## src/rtl/ack_pkg.sv

```systemverilog
package ack_pkg;
  typedef enum logic [1:0] {
    SEL_TASK = 2'd0,
    SEL_ACK  = 2'd1,
    SEL_EOI  = 2'd2,
    SEL_SPUR = 2'd3
  } ack_sel_e;
endpackage

```

## src/rtl/ack_prio_pick.sv

```systemverilog
module ack_prio_pick #(
  parameter int N_SRC  = 8,
  parameter int PRIO_W = 4,
  localparam int IW    = $clog2(N_SRC)
) (
  input  logic [N_SRC-1:0]             members,
  input  logic [N_SRC-1:0][PRIO_W-1:0] prio,
  output logic                         any,
  output logic [IW-1:0]                idx,
  output logic [PRIO_W-1:0]            top
);
  // Ascending scan with strict compare: ties keep the lower index.
  always_comb begin
    any = 1'b0;
    idx = '0;
    top = '0;
    for (int i = 0; i < N_SRC; i++) begin
      if (members[i] && (!any || prio[i] > top)) begin
        any = 1'b1;
        idx = IW'(i);
        top = prio[i];
      end
    end
  end
endmodule

```

## src/rtl/ack_cfg_regs.sv

```systemverilog
module ack_cfg_regs #(
  parameter int TP_W  = 4,
  parameter int VEC_W = 8
) (
  input  logic             clk,
  input  logic             rst_n,
  input  logic             tp_we,
  input  logic             spv_we,
  input  logic [VEC_W-1:0] wdata,
  output logic [TP_W-1:0]  tp,
  output logic [VEC_W-1:0] spv
);
  always_ff @(posedge clk) begin
    if (!rst_n) begin
      tp  <= '1;
      spv <= '1;
    end else begin
      if (tp_we)  tp  <= wdata[TP_W-1:0];
      if (spv_we) spv <= wdata;
    end
  end

  a_r1_tp_holds: assert property (@(posedge clk) disable iff (!rst_n)
    !tp_we |=> $stable(tp));
  a_r1_spv_holds: assert property (@(posedge clk) disable iff (!rst_n)
    !spv_we |=> $stable(spv));
endmodule

```

## src/rtl/prio_ack_engine.sv

```systemverilog
module prio_ack_engine
  import ack_pkg::*;
#(
  parameter int N_SRC  = 8,
  parameter int PRIO_W = 4,
  parameter int VEC_W  = 8,
  localparam int IW    = $clog2(N_SRC)
) (
  input  logic                         clk,
  input  logic                         rst_n,
  input  logic                         dlv_valid,
  output logic                         dlv_ready,
  input  logic [IW-1:0]                dlv_idx,
  input  logic [N_SRC-1:0][PRIO_W-1:0] src_prio,
  output logic [IW-1:0]                lk_idx,
  input  logic [VEC_W-1:0]             lk_vec,
  input  logic                         lk_active,
  input  logic                         lk_level,
  input  logic                         reg_rd,
  input  logic                         reg_wr,
  input  logic [1:0]                   reg_sel,
  input  logic [VEC_W-1:0]             reg_wdata,
  output logic                         rd_valid,
  output logic [VEC_W-1:0]             rd_data,
  output logic                         act_set,
  output logic [IW-1:0]                act_set_idx,
  output logic                         act_clr,
  output logic                         act_clr_pend,
  output logic [IW-1:0]                act_clr_idx,
  output logic                         irq_out
);
  ack_sel_e sel;
  assign sel = ack_sel_e'(reg_sel);

  logic [N_SRC-1:0] pend_set, svc_set, svc_after_eoi;
  logic [PRIO_W-1:0] tp;
  logic [VEC_W-1:0]  spv;

  ack_cfg_regs #(.TP_W(PRIO_W), .VEC_W(VEC_W)) u_cfg (
    .clk    (clk),
    .rst_n  (rst_n),
    .tp_we  (reg_wr && sel == SEL_TASK),
    .spv_we (reg_wr && sel == SEL_SPUR),
    .wdata  (reg_wdata),
    .tp     (tp),
    .spv    (spv)
  );

  // Best pending, best in service, and best in service after one retire.
  logic              p_any, s_any, e_any;
  logic [IW-1:0]     p_idx, s_idx, e_idx;
  logic [PRIO_W-1:0] p_top, s_top, e_top;

  ack_prio_pick #(.N_SRC(N_SRC), .PRIO_W(PRIO_W)) u_pick_pend (
    .members(pend_set), .prio(src_prio), .any(p_any), .idx(p_idx), .top(p_top));
  ack_prio_pick #(.N_SRC(N_SRC), .PRIO_W(PRIO_W)) u_pick_svc (
    .members(svc_set), .prio(src_prio), .any(s_any), .idx(s_idx), .top(s_top));

  assign svc_after_eoi = svc_set & ~(N_SRC'(1) << s_idx);

  ack_prio_pick #(.N_SRC(N_SRC), .PRIO_W(PRIO_W)) u_pick_eoi (
    .members(svc_after_eoi), .prio(src_prio), .any(e_any), .idx(e_idx), .top(e_top));

  // Delivery path
  logic              reg_busy, dlv_fire, dlv_take, dlv_hidden;
  logic [PRIO_W-1:0] d_prio;

  assign reg_busy   = reg_rd || reg_wr;
  assign dlv_ready  = !reg_busy;
  assign dlv_fire   = dlv_valid && dlv_ready;
  assign d_prio     = src_prio[dlv_idx];
  assign dlv_take   = dlv_fire && (d_prio > tp) && !pend_set[dlv_idx];
  assign dlv_hidden = (p_any && d_prio < p_top) || (s_any && d_prio < s_top);

  // Acknowledge and end-of-interrupt
  logic ack_fire, ack_ok, eoi_fire, eoi_raise;

  assign lk_idx    = p_idx;
  assign ack_fire  = reg_rd && sel == SEL_ACK;
  assign ack_ok    = p_any && lk_active && (p_top > tp);
  assign eoi_fire  = reg_wr && sel == SEL_EOI;
  assign eoi_raise = p_any && (!e_any || p_top > e_top);

  assign act_set      = dlv_take;
  assign act_set_idx  = dlv_idx;
  assign act_clr      = ack_fire && p_any && (!ack_ok || !lk_level);
  assign act_clr_pend = ack_fire && p_any && !lk_level;
  assign act_clr_idx  = p_idx;

  always_ff @(posedge clk) begin
    if (!rst_n) begin
      pend_set <= '0;
      svc_set  <= '0;
      irq_out  <= 1'b0;
    end else begin
      if (dlv_take)          pend_set[dlv_idx] <= 1'b1;
      if (ack_fire && p_any) pend_set[p_idx]   <= 1'b0;
      if (ack_fire && ack_ok) svc_set[p_idx]   <= 1'b1;
      if (eoi_fire && s_any) svc_set[s_idx]    <= 1'b0;
      if (ack_fire)                      irq_out <= 1'b0;
      else if (eoi_fire && eoi_raise)    irq_out <= 1'b1;
      else if (dlv_take && !dlv_hidden)  irq_out <= 1'b1;
    end
  end

  // Register read data, one cycle after the strobe
  logic [VEC_W-1:0] rd_next;
  always_comb begin
    unique case (sel)
      SEL_TASK: rd_next = VEC_W'(tp);
      SEL_ACK:  rd_next = ack_ok ? lk_vec : spv;
      SEL_EOI:  rd_next = '0;
      default:  rd_next = spv;
    endcase
  end

  always_ff @(posedge clk) begin
    if (!rst_n) begin
      rd_valid <= 1'b0;
      rd_data  <= '0;
    end else begin
      rd_valid <= reg_rd;
      if (reg_rd) rd_data <= rd_next;
    end
  end

  // Assertions
  a_r6_ack_lowers_irq: assert property (@(posedge clk) disable iff (!rst_n)
    (reg_rd && reg_sel == 2'd1) |=> !irq_out);
  a_r11_read_latency: assert property (@(posedge clk) disable iff (!rst_n)
    reg_rd |=> rd_valid);
  a_r11_eoi_reads_zero: assert property (@(posedge clk) disable iff (!rst_n)
    (reg_rd && reg_sel == 2'd2) |=> rd_data == '0);
  a_r12_no_take_on_reg: assert property (@(posedge clk) disable iff (!rst_n)
    (reg_rd || reg_wr) |-> !act_set);
  a_r2_take_above_task: assert property (@(posedge clk) disable iff (!rst_n)
    act_set |-> src_prio[act_set_idx] > tp);
  a_r9_pend_with_clear: assert property (@(posedge clk) disable iff (!rst_n)
    act_clr_pend |-> act_clr);
  a_r5_pick_is_member: assert property (@(posedge clk) disable iff (!rst_n)
    p_any |-> pend_set[p_idx]);
  a_r3_take_sets_pending: assert property (@(posedge clk) disable iff (!rst_n)
    act_set |=> pend_set[$past(act_set_idx)]);
endmodule

```

## config.mk

```make
export PLATFORM = sky130hd
export DESIGN_NAME = prio_ack_engine
export DESIGN_NICKNAME = d
export VERILOG_FILES = /design/src/rtl/ack_pkg.sv /design/src/rtl/ack_prio_pick.sv /design/src/rtl/ack_cfg_regs.sv /design/src/rtl/prio_ack_engine.sv
export SDC_FILE = /design/constraint.sdc
export NUM_CORES = 1
export LEC_CHECK = 0
export BUFFER_PORTS_ARGS = -buffer_cell sky130_fd_sc_hd__buf_2
export CAP_MARGIN = 20
export CORE_UTILIZATION = 45
export DETAILED_ROUTE_END_ITERATION = 10
export SETUP_SLACK_MARGIN = 0.15
export SLEW_MARGIN = 20
export SYNTH_ARGS = -nofsm -noshare
export SYNTH_HDL_FRONTEND = slang
export SYNTH_SLANG_ARGS = --single-unit
```

## constraint.sdc

```tcl
create_clock -name clk -period 73.3 [get_ports clk]
set_input_delay 7.33 -clock clk [delete_from_list [all_inputs] [get_ports clk]]
set_output_delay 7.33 -clock clk [all_outputs]
set_load 0.05 [all_outputs]
```

# --- After elaboration in Yosys (flattened, before gate mapping) ---
# Index checks and enable logic that the tools add are counted.
op_classes:
  add_sub_neg: 0
  n_mul: 0
  div_mod_pow: 0
  magnitude_cmp: 32
  n_eq_ne: 3
  shifts: 1
  muxes: 82
  bitwise: 9
  n_reduce_logical: 98
op_table:
  columns: ["operator", "count"]
  rows:
  - ["two-way mux 4 bit", 25]
  - ["greater-than comparator 4 bit", 24]
  - ["two-way mux 8 bit", 7]
  - ["logical AND 1 bit", 43]
  - ["two-way mux 1 bit", 32]
  - ["logical NOT 1 bit", 27]
  - ["logical OR 1 bit", 25]
  - ["AND 8 bit", 3]
  - ["two-way mux 3 bit", 8]
  - ["inverter 8 bit", 3]
  - ["case mux 8 bit (3 select lines)", 1]
  - ["bitwise OR 8 bit", 2]
  - ["binary-select mux 4 bit (select 3 bit)", 1]
  - ["less-than comparator 3 x 4 -> 1 bit (second input constant)", 3]
  - ["demux 1 bit (select 3 bit)", 3]
  - [">= comparator 3 x 1 -> 1 bit (second input constant)", 3]
  - ["less-than comparator 4 bit", 2]
  - ["two-way mux 2 bit", 4]
  - ["left shift 1 x 3 -> 8 bit (first input constant)", 1]
  - ["equality test 2 bit (second input constant)", 2]
  - ["binary-select mux 1 bit (select 3 bit)", 1]
  - ["equality test 2 x 1 -> 1 bit (second input constant)", 1]
  - ["logical NOT 2 bit", 1]
  - ["nonzero test 2 bit", 1]
  - ["other kinds (2)", 2]
word_totals:
  register_bits: 38
  latchBits: 0
  mem_bits_rw: 0
  romBits: 0
  input_bits: 60
  out_inout_bits: 23
  elab_cells: 232
  n_memories: 0

# --- Depth between registers and ports, before layout ---
# Gate-level depths: netlist of run 1.
depth:
  word_depth: 66
  depth_mapped: 137
  mapped_depth_nobuf: 129

# --- Hierarchy ---
# Synthesis of run 1 repeated with hierarchy kept, for this count alone.
unflattened:
  hier_cells: 959
  area_unflattened_um2: 7259.5
by_module_without_submodules:
  columns: ["mod", "instances", "cells_each", "area_per_inst_um2", "seq_area_each_um2"]
  rows:
  - ["ack_prio_pick", 3, 210, 1519.0, 0.0]
  - ["prio_ack_engine", 1, 290, 2275.9, 520.5]
  - ["ack_cfg_regs", 1, 39, 426.7, 240.2]

# --- Worst setup path before layout of run 1 ---
# OpenSTA, ideal clock, no wires.
synth_timing:
  path_kind: "input -> register"
  start: "input src_prio[2] (netlist bit)"
  end: "register irq_out"
  setup_time_ns: 0.126
  t_arrival_ns: 30.111
  t_required_ns: 73.174
  setup_slack_ns: 43.063
  path_stages: 129
  path_buffers: 5
  path_cell_list: "and2_1 -> inv_2 -> ha_1 -> nand2_1 -> o21bai_1 -> a211oi_1 -> nand2_1 -> o21ai_0 -> inv_1 -> ha_1 -> nor2b_1 -> o211ai_1 -> a21o_1 -> mux2_2 -> inv_1 -> ha_1 -> nor2b_1 -> o211ai_1 -> (+93 left out) -> o21ai_0 -> nand2b_1 -> a21oi_1 -> a41o_1 -> a21oi_1 -> nor2_1 -> o211ai_1 -> o211ai_1 -> ha_1 -> nor2b_1 -> o21ai_0 -> nand2b_1 -> a21oi_1 -> a41oi_1 -> a31oi_1 -> nor3_1 -> o211ai_1 -> o21ai_0"
synth_between:
  elab_chain_cells: 66
  elab_cells_between_ends: 157
synth_rtl:
  columns: ["element", "line", "text"]
  rows:
  - ["from (decl)", "prio_ack_engine.sv:14", "input logic [N_SRC-1:0][PRIO_W-1:0] src_prio,"]
  - ["two-way mux 4 bit", "ack_prio_pick.sv:18", "if (members[i] && (!any || prio[i] > top)) begin"]
  - ["greater-than comparator 4 bit", "ack_prio_pick.sv:18", null]
  - ["logical OR 1 bit", "ack_prio_pick.sv:18", null]
  - ["logical AND 1 bit", "ack_prio_pick.sv:18", null]
  - ["two-way mux 4 bit / two-way mux 1 bit (equally long branches)", "ack_prio_pick.sv:18", null]
  - ["greater-than comparator 4 bit / logical NOT 1 bit (equally long branches)", "ack_prio_pick.sv:18", null]
  - ["logical OR 1 bit", "ack_prio_pick.sv:18", null]
  - ["logical AND 1 bit", "ack_prio_pick.sv:18", null]
  - ["(+50 left out)", null, null]
  - ["logical OR 1 bit", "ack_prio_pick.sv:18", null]
  - ["logical AND 1 bit", "ack_prio_pick.sv:18", null]
  - ["two-way mux 4 bit / two-way mux 1 bit (equally long branches)", "ack_prio_pick.sv:18", null]
  - ["greater-than comparator 4 bit / logical NOT 1 bit (equally long branches)", "prio_ack_engine.sv:82", "assign eoi_raise = p_any && (!e_any || p_top > e_top);"]
  - ["logical OR 1 bit", "prio_ack_engine.sv:82", null]
  - ["logical AND 1 bit", "prio_ack_engine.sv:82", null]
  - ["logical AND 1 bit", "prio_ack_engine.sv:101", "else if (eoi_fire && eoi_raise) irq_out <= 1'b1;"]
  - ["two-way mux 1 bit / nonzero test 2 bit (equally long branches)", null, null]
  - ["to (signal assigned)", "prio_ack_engine.sv:100", "if (ack_fire) irq_out <= 1'b0;"]
  - ["to (signal assigned)", "prio_ack_engine.sv:101", null]
  - ["to (signal assigned)", "prio_ack_engine.sv:102", "else if (dlv_take && !dlv_hidden) irq_out <= 1'b1;"]
  - ["to (decl)", "prio_ack_engine.sv:30", "output logic irq_out"]
# Parallel ways exist; a longest one is shown, timed or not. The select of a mux whose other input is x is not followed.
# A chain may end at the register's enable or synchronous reset.

# --- Worst setup path in the final report of run 1 ---
# Same ends and word-level chain as after synthesis.

==> metrics.csv, run 1 <==
metric,value,unit
status,finished clean,
top layer in use,met4,
Final setup viols,0,
Port Buffers,82,
initial antenna violation count,0,
Critical Path Fanout Max,16,
clock slew at reported path FFs,0.06,ns
Gate power share,31.1,%
Yosys reg bits,38,
dpl cell area,6990,µm²
1st-iter DRT viols,563,
CP dominant cell by count,ha_1,
Synth area leaders,"ha_1 19%, dfxtp_1 12%, mux2_2 5.0%",
vias in the first global route,6272,
pin count of the biggest net entering global routing,26,
Achievable Freq,29.3,MHz
worst endpoint required time,73.46,ns
Synth-to-Final Area Change,9.90,%
CP max-delay cell,a311oi_1,
minimum clock period,34.09,ns
DRT Wirelength,20900,µm
final instance area,7140,µm²
largest area contributor in the netlist,ha_1,
Setup crit end kind,register,
Placer Congestion,0.974,
die footprint,14900,µm²
Pwr Total,0.0640,mW
skew final,0.00481,ns
Slew @ Worst Pin,1.04,ns
clk sinks,38,
Synth top area share,19.3,%
Worst Hold Class,register to register,
Detail Route Antenna Nets,0,
Clock Power Share,34.9,%
Post-CTS Resized,0,
clk root buf,clkbuf_16,
Final Non-Filler Cells,1095,
final core utilization,51.0,%
worst hold margin,0.468,ns
post-route setup slack,39.21,ns
post-synth design cell area,6490,µm²
DP HPWL,16700,µm
Tcrit/Tclk final,46.5,%
Clock Latency Late Sink,0.28,ns
switching power of the nets,0.0218,mW
crit start category,input pin,
total CTS buffers,5,
Rel. slew slack,30.4,%
Synthesized Nets,1019,
routed wl met2,9730,µm
setup repair bufs after CTS,0,
Ports,83,
PwrDens,8.96,nW/µm²
total congestion overflow,0,
first-pass GRT wire length,33200,µm
type of the worst setup path,input pin to register,
WL met3,951,µm
DR pass1 iterations,6,
Int Pwr,0.0421,mW
Yosys warning total,0,
"Hold Vio Cnt, Final",0,
final setup TNS,0,ns
Clock Path Buffers,2,
drt via density,6.12,
row count,43,
Worst EP arrival,34.25,ns
Ant. Diodes,0,
Synth Flop Type,dfxtp_1,
CP peak stage delay,0.90,ns
Die Span Y,122,µm
Cell variety after synth,82,
RSZ-0062 raised after global routing,false,
Setup WS pre-CTS,39.30,ns
Syn Area/Cell,7.56,µm²
Net Sw Frac,34.1,%
Die Width,122,µm
Via Count,6700,
Pleak,3.13,nW
sequential share of power,34.0,%
"Seq/Total Area, Yosys",11.7,%
Peak VDD IR,0.00856,mV
Starting Density,46.4,%
fin nets,1074,
DR WL/cell,19.1,µm
share of layout cells above drive strength 1,17.8,%
total global-route track usage,28.6,%
Mapped Cells,859,
# DRC,0,
Placed Instances,1087,
H-tree levels,2,
Post-synth ARST share,0,%
core outline area,14000,µm²
WL met1,9840,µm
CTS tree,yes,
maximum capacitance violations,0,
cts hold-fix bufs,0,
Post-synth EDFFs,0,
max-slew violation count,0,
-- flip-flops by register name, indices dropped and copies added (netlist names) --
signal     flops
pend_set       8
u_cfg.spv      8
rd_data        8
irq_out        1
rd_valid       1
u_cfg.tp       4
svc_set        8
-- worst max-delay path: cells and delay by family --
| kind | cells | cell delay (ns) |
|---|---|---|
| buffers and inverters | 8 | 0.80 |
| and+or+nand+nor | 35 | 5.82 |
| muxes | 5 | 1.63 |
| AOI/OAI and AO/OA | 64 | 14.23 |
| adders and majority gates | 15 | 4.37 |
-- cells in the mapped netlist, types with 18 or more instances --
| cell type | n |
|---|---|
| a211oi_1 | 18 |
| a21oi_1 | 54 |
| clkbuf_1 | 29 |
| dfxtp_1 | 38 |
| ha_1 | 100 |
| inv_1 | 67 |
| mux2_2 | 29 |
| mux2i_1 | 28 |
| nand2_1 | 71 |
| nand3_1 | 26 |
| nor2_1 | 74 |
| nor2b_1 | 27 |
| o211ai_1 | 18 |
| o21ai_0 | 50 |
-- power groups by stage --
stage | clock [mW] | combinational [mW] | sequential [mW]
3_5_place_dp | 0 | 0.0197 | 0.0222
5_1_grt | 0.0235 | 0.0223 | 0.0218
2_1_floorplan | 0 | 0.0117 | 0.0233
3_3_place_gp | 0 | 0.0196 | 0.0222
6_report | 0.0223 | 0.0199 | 0.0218
4_1_cts | 0.0226 | 0.0198 | 0.0218
-- worst paths after layout --
| path | startpoint | end | slack (ns) | cells after the start |
|---|---|---|---|---|
| min reg2reg | u_cfg.spv[7]$_SDFFE_PN1P_ | u_cfg.spv[7]$_SDFFE_PN1P_ | 0.47 | 2 |
| min | u_cfg.spv[7]$_SDFFE_PN1P_ | u_cfg.spv[7]$_SDFFE_PN1P_ | 0.47 | 2 |
| max | src_prio[2] | irq_out$_SDFFE_PP0P_ | 39.21 | 127 |
| max reg2reg | svc_set[0]$_SDFF_PN0_ | irq_out$_SDFFE_PP0P_ | 45.46 | 126 |
-- cells by family (layout without fill, tap and decap cells) --
| family | Yosys count | count (layout) | share of synthesized area [%] |
|---|---|---|---|
| compound gates | 264 | 264 | 28.9 |
| fa+ha+maj | 100 | 100 | 19.3 |
| mux | 62 | 62 | 11.0 |
| buf+inv | 110 | 166 | 7.01 |
| simple gates | 285 | 285 | 22.2 |
| flops | 38 | 38 | 11.7 |
-- final cells by class --
| type | count | area, µm² |
|---|---|---|
| inverter | 69 | 259 |
| clock inverter | 2 | 12.5 |
| fill | 1479 | 6850 |
| sequential | 38 | 761 |
| clock buffer | 6 | 139 |
| timing repair buffer | 89 | 463 |
| tap | 180 | 225 |
| multi-input combinational | 711 | 5280 |
-- per-layer routing --
layer / global-route usage (%) / up-vias
li1: - / 3315
met1: 38.9 / 3140
met2: 48.6 / 213
met3: 2.62 / 32
met4: 6.71 / 0
met5: 0 / -
-- cell usage in the layout (no fill, tap or decap), types with 6 or more instances in the layout --
cell type    n
mux2i_1     28
o21ai_0     50
nand2b_1    17
a221oi_1     8
a21oi_1     54
ha_1       100
nor2b_1     27
a21o_1      10
o21a_1      15
a22oi_1      6
a31oi_1      8
nand2_1     71
buf_4        7
inv_1       67
and2_1      10
and3_1       8
nor2_1      74
dfxtp_1     38
a41oi_1     12
nand3_1     26
nand4_1     12
buf_2       82
nor3_1      12
a211oi_1    18
o211ai_1    18
mux2_2      29
Note: power is estimated with default switching activity, not from simulation.
==> run 2, diff against run 1 <==
--- a/config.mk
+++ b/config.mk
@@ -5,10 +5,12 @@
 export SDC_FILE = /design/constraint.sdc
 export NUM_CORES = 1
 export LEC_CHECK = 0
+export ABC_AREA = 1
 export BUFFER_PORTS_ARGS = -buffer_cell sky130_fd_sc_hd__buf_2
 export CAP_MARGIN = 20
 export CORE_UTILIZATION = 45
 export DETAILED_ROUTE_END_ITERATION = 10
+export PLACE_DENSITY = 0.68
 export SETUP_SLACK_MARGIN = 0.15
 export SLEW_MARGIN = 20
 export SYNTH_ARGS = -nofsm -noshare
==> constraint.sdc (replaced) <==
create_clock -name clk -period 29.6 [get_ports clk]
set_input_delay 2.96 -clock clk [delete_from_list [all_inputs] [get_ports clk]]
set_output_delay 2.96 -clock clk [all_outputs]
set_load 0.05 [all_outputs]
==> metrics.csv, run 2 <==
metric,value,unit,change
minimum clock period,20.22,ns,
clock slew at reported path FFs,0.06,ns,about the same
Via Count,6495,,-3.1%
total CTS buffers,5,,unchanged
most frequent cells in the layout,"253 x nand2_1, 134 x inv_1, 104 x o21ai_0",,
CP peak stage delay,0.34,ns,-0.56 ns
Placer Congestion,0.906,,-7.0%
Tcrit/Tclk final,68.3,%,
largest area contributor in the netlist,ha_1,,
fill count,1339,,-9.5%
Rel. slew slack,42.4,%,+12 points
Syn Area/Cell,6.11,µm²,-19%
first-pass GRT wire length,28400,µm,-15%
Ant. Diodes,0,,unchanged
dpl cell area,6320,µm²,-9.6%
"Hold Vio Cnt, Final",0,,unchanged
Setup crit end kind,register,,
Pwr Total,0.175,mW,+170%
Ports,83,,unchanged
1st-iter DRT viols,450,,-20%
Starting Density,46.0,%,-0.41 points
RSZ-0062 raised after global routing,false,,
Final setup viols,0,,unchanged
"Seq/Total Area, Yosys",13.2,%,+1.4 points
pin count of the biggest net entering global routing,21,,-19%
Peak VDD IR,0.0335,mV,+290%
Die Span Y,115,µm,-5.5%
Mapped Cells,946,,+10%
clk sinks,38,,unchanged
Synth Flop Type,dfxtp_1,,
initial antenna violation count,0,,unchanged
worst endpoint required time,29.80,ns,-43.66 ns
die footprint,13300,µm²,-11%
DR WL/cell,14.5,µm,-24%
clk root buf,clkbuf_16,,
max-slew violation count,0,,unchanged
Synth-to-Final Area Change,12.7,%,
share of layout cells above drive strength 1,12.1,%,-5.8 points
Detail Route Antenna Nets,0,,unchanged
skew final,0.00243,ns,-0.00238 ns
CTS tree,yes,,
core outline area,12600,µm²,-10%
H-tree levels,2,,unchanged
Synth top area share,21.6,%,+2.4 points
drt via density,5.45,,-11%
Post-synth ARST share,0,%,unchanged
Achievable Freq,49.4,MHz,
Synth area leaders,"ha_1 22%, nand2_1 16%, dfxtp_1 13%",,
Pleak,3.70,nW,+18%
final setup TNS,0,ns,unchanged
DR pass1 iterations,8,,+2
Post-synth EDFFs,0,,unchanged
Worst Hold Class,register to register,,
"leading cell type in the layout, fill and taps excluded",nand2_1,,
fin nets,1179,,+9.8%
total global-route track usage,26.8,%,-1.8 points
Clock Path Buffers,2,,unchanged
DP HPWL,14200,µm,-15%
final instance area,6520,µm²,-8.7%
Slew @ Worst Pin,0.860,ns,-0.176 ns
cts hold-fix bufs,0,,unchanged
most common cell in the synthesized netlist,nand2_1,,
Post-CTS Resized,0,,unchanged
Synthesized Nets,1106,,+8.5%
# DRC,2,,+2
row count,41,,-4.7%
DRT Wirelength,17300,µm,-17%
status,finished with violations,,
Die Width,115,µm,-5.5%
CP max-delay cell,o21ai_0,,
Post-synth top cells,"253 x nand2_1, 134 x inv_1, 104 x o21ai_0",,
Port Buffers,82,,unchanged
Worst EP arrival,20.42,ns,-13.83 ns
crit start category,input pin,,
CP dominant cell by count,nand2_1,,
PwrDens,26.8,nW/µm²,+200%
maximum capacitance violations,0,,unchanged
total congestion overflow,0,,unchanged
post-synth design cell area,5780,µm²,-11%
Critical Path Fanout Max,13,,-3
Yosys warning total,0,,unchanged
type of the worst setup path,input pin to register,,
vias in the first global route,6005,,-4.3%
Yosys reg bits,38,,unchanged
setup repair bufs after CTS,0,,unchanged
violated checks,design-rule violations,,
Clock Latency Late Sink,0.29,ns,about the same
Cell variety after synth,40,,-51%
## run 2: cell count changes after synthesis, sizes merged, moves of 11 or more
cell    change
nor2b      -27
nand2     +195
o21a       -13
nor2       -19
nand2b     -17
mux2       -30
a41oi      -11
clkbuf     -22
o21bai     +12
o21ai      +66
nand3      +15
mux2i      -28
a211oi     -13
inv        +76
## run 2: final timing paths
check | end | cells past startpoint | slack [ns] | start
max | irq_out$_SDFFE_PP0P_ | 142 | 9.38 | src_prio[2]
min | rd_data[7]$_SDFFE_PN0P_ | 2 | 0.46 | rd_data[7]$_SDFFE_PN0P_
max reg2reg | irq_out$_SDFFE_PP0P_ | 141 | 11.72 | svc_set[0]$_SDFF_PN0_
min reg2reg | rd_data[7]$_SDFFE_PN0P_ | 2 | 0.46 | rd_data[7]$_SDFFE_PN0P_
## run 2: kinds of logic (layout without fill, tap and decap cells)
family                   after synthesis  count (layout)  synth area share, %
adder cells (fa/ha/maj)              100             100                 21.6
flip-flops                            38              38                 13.2
buffers and inverters                162             236                 11.1
AND/OR/NAND/NOR                      400             400                 29.4
AO/OA/AOI/OAI                        246             246                 24.8
## run 2: cell type report
| cell class | instances | area (µm²) | share of cell area, % |
|---|---|---|---|
| Clock inverter | 2 | 60.1 | 0.922 |
| Clock buffer | 6 | 139 | 2.13 |
| Tap cell | 172 | 215 | 3.30 |
| Multi-Input combinational cell | 746 | 4380 | 67.3 |
| Inverter | 146 | 548 | 8.41 |
| Timing Repair Buffer | 82 | 410 | 6.30 |
| Sequential cell | 38 | 761 | 11.7 |
## run 2: worst max-delay path: cells and delay by family
family          cells  cell delay [ns]
simple gates       77             7.07
buf+inv            15             1.12
fa+ha+maj          15             4.33
compound gates     35             4.94
## run 2: power by group
group	switching, mW	internal, mW
Combinational	0.0312	0.0163
Clock	0.0228	0.0506
Sequential	0.000969	0.0529
Total	0.0549	0.120
## run 2: per-stage QoR
stage / setup slack, ns / utilization, % / instances / hold slack (ns)
floorplan: 11.78 / - / 946 / 0.456
global placement: 9.47 / 50.3 / 1184 / 0.451
detailed placement: 9.18 / 50.3 / 1184 / 0.456
CTS: 9.42 / 51.8 / 1192 / 0.468
global route: 7.07 / 51.8 / 1192 / 0.486
finish: 9.38 / 51.8 / 1192 / 0.461
## run 2: per-layer routing
layer,global-route usage [%],wire [µm],vias to the layer above,part of all wire [%]
li1,-,-,3348,-
met1,34.6,8040,2911,47
met2,47.0,7900,197,46
met3,2.90,868,39,5.0
met4,7.62,457,0,2.6
met5,0,0,-,0
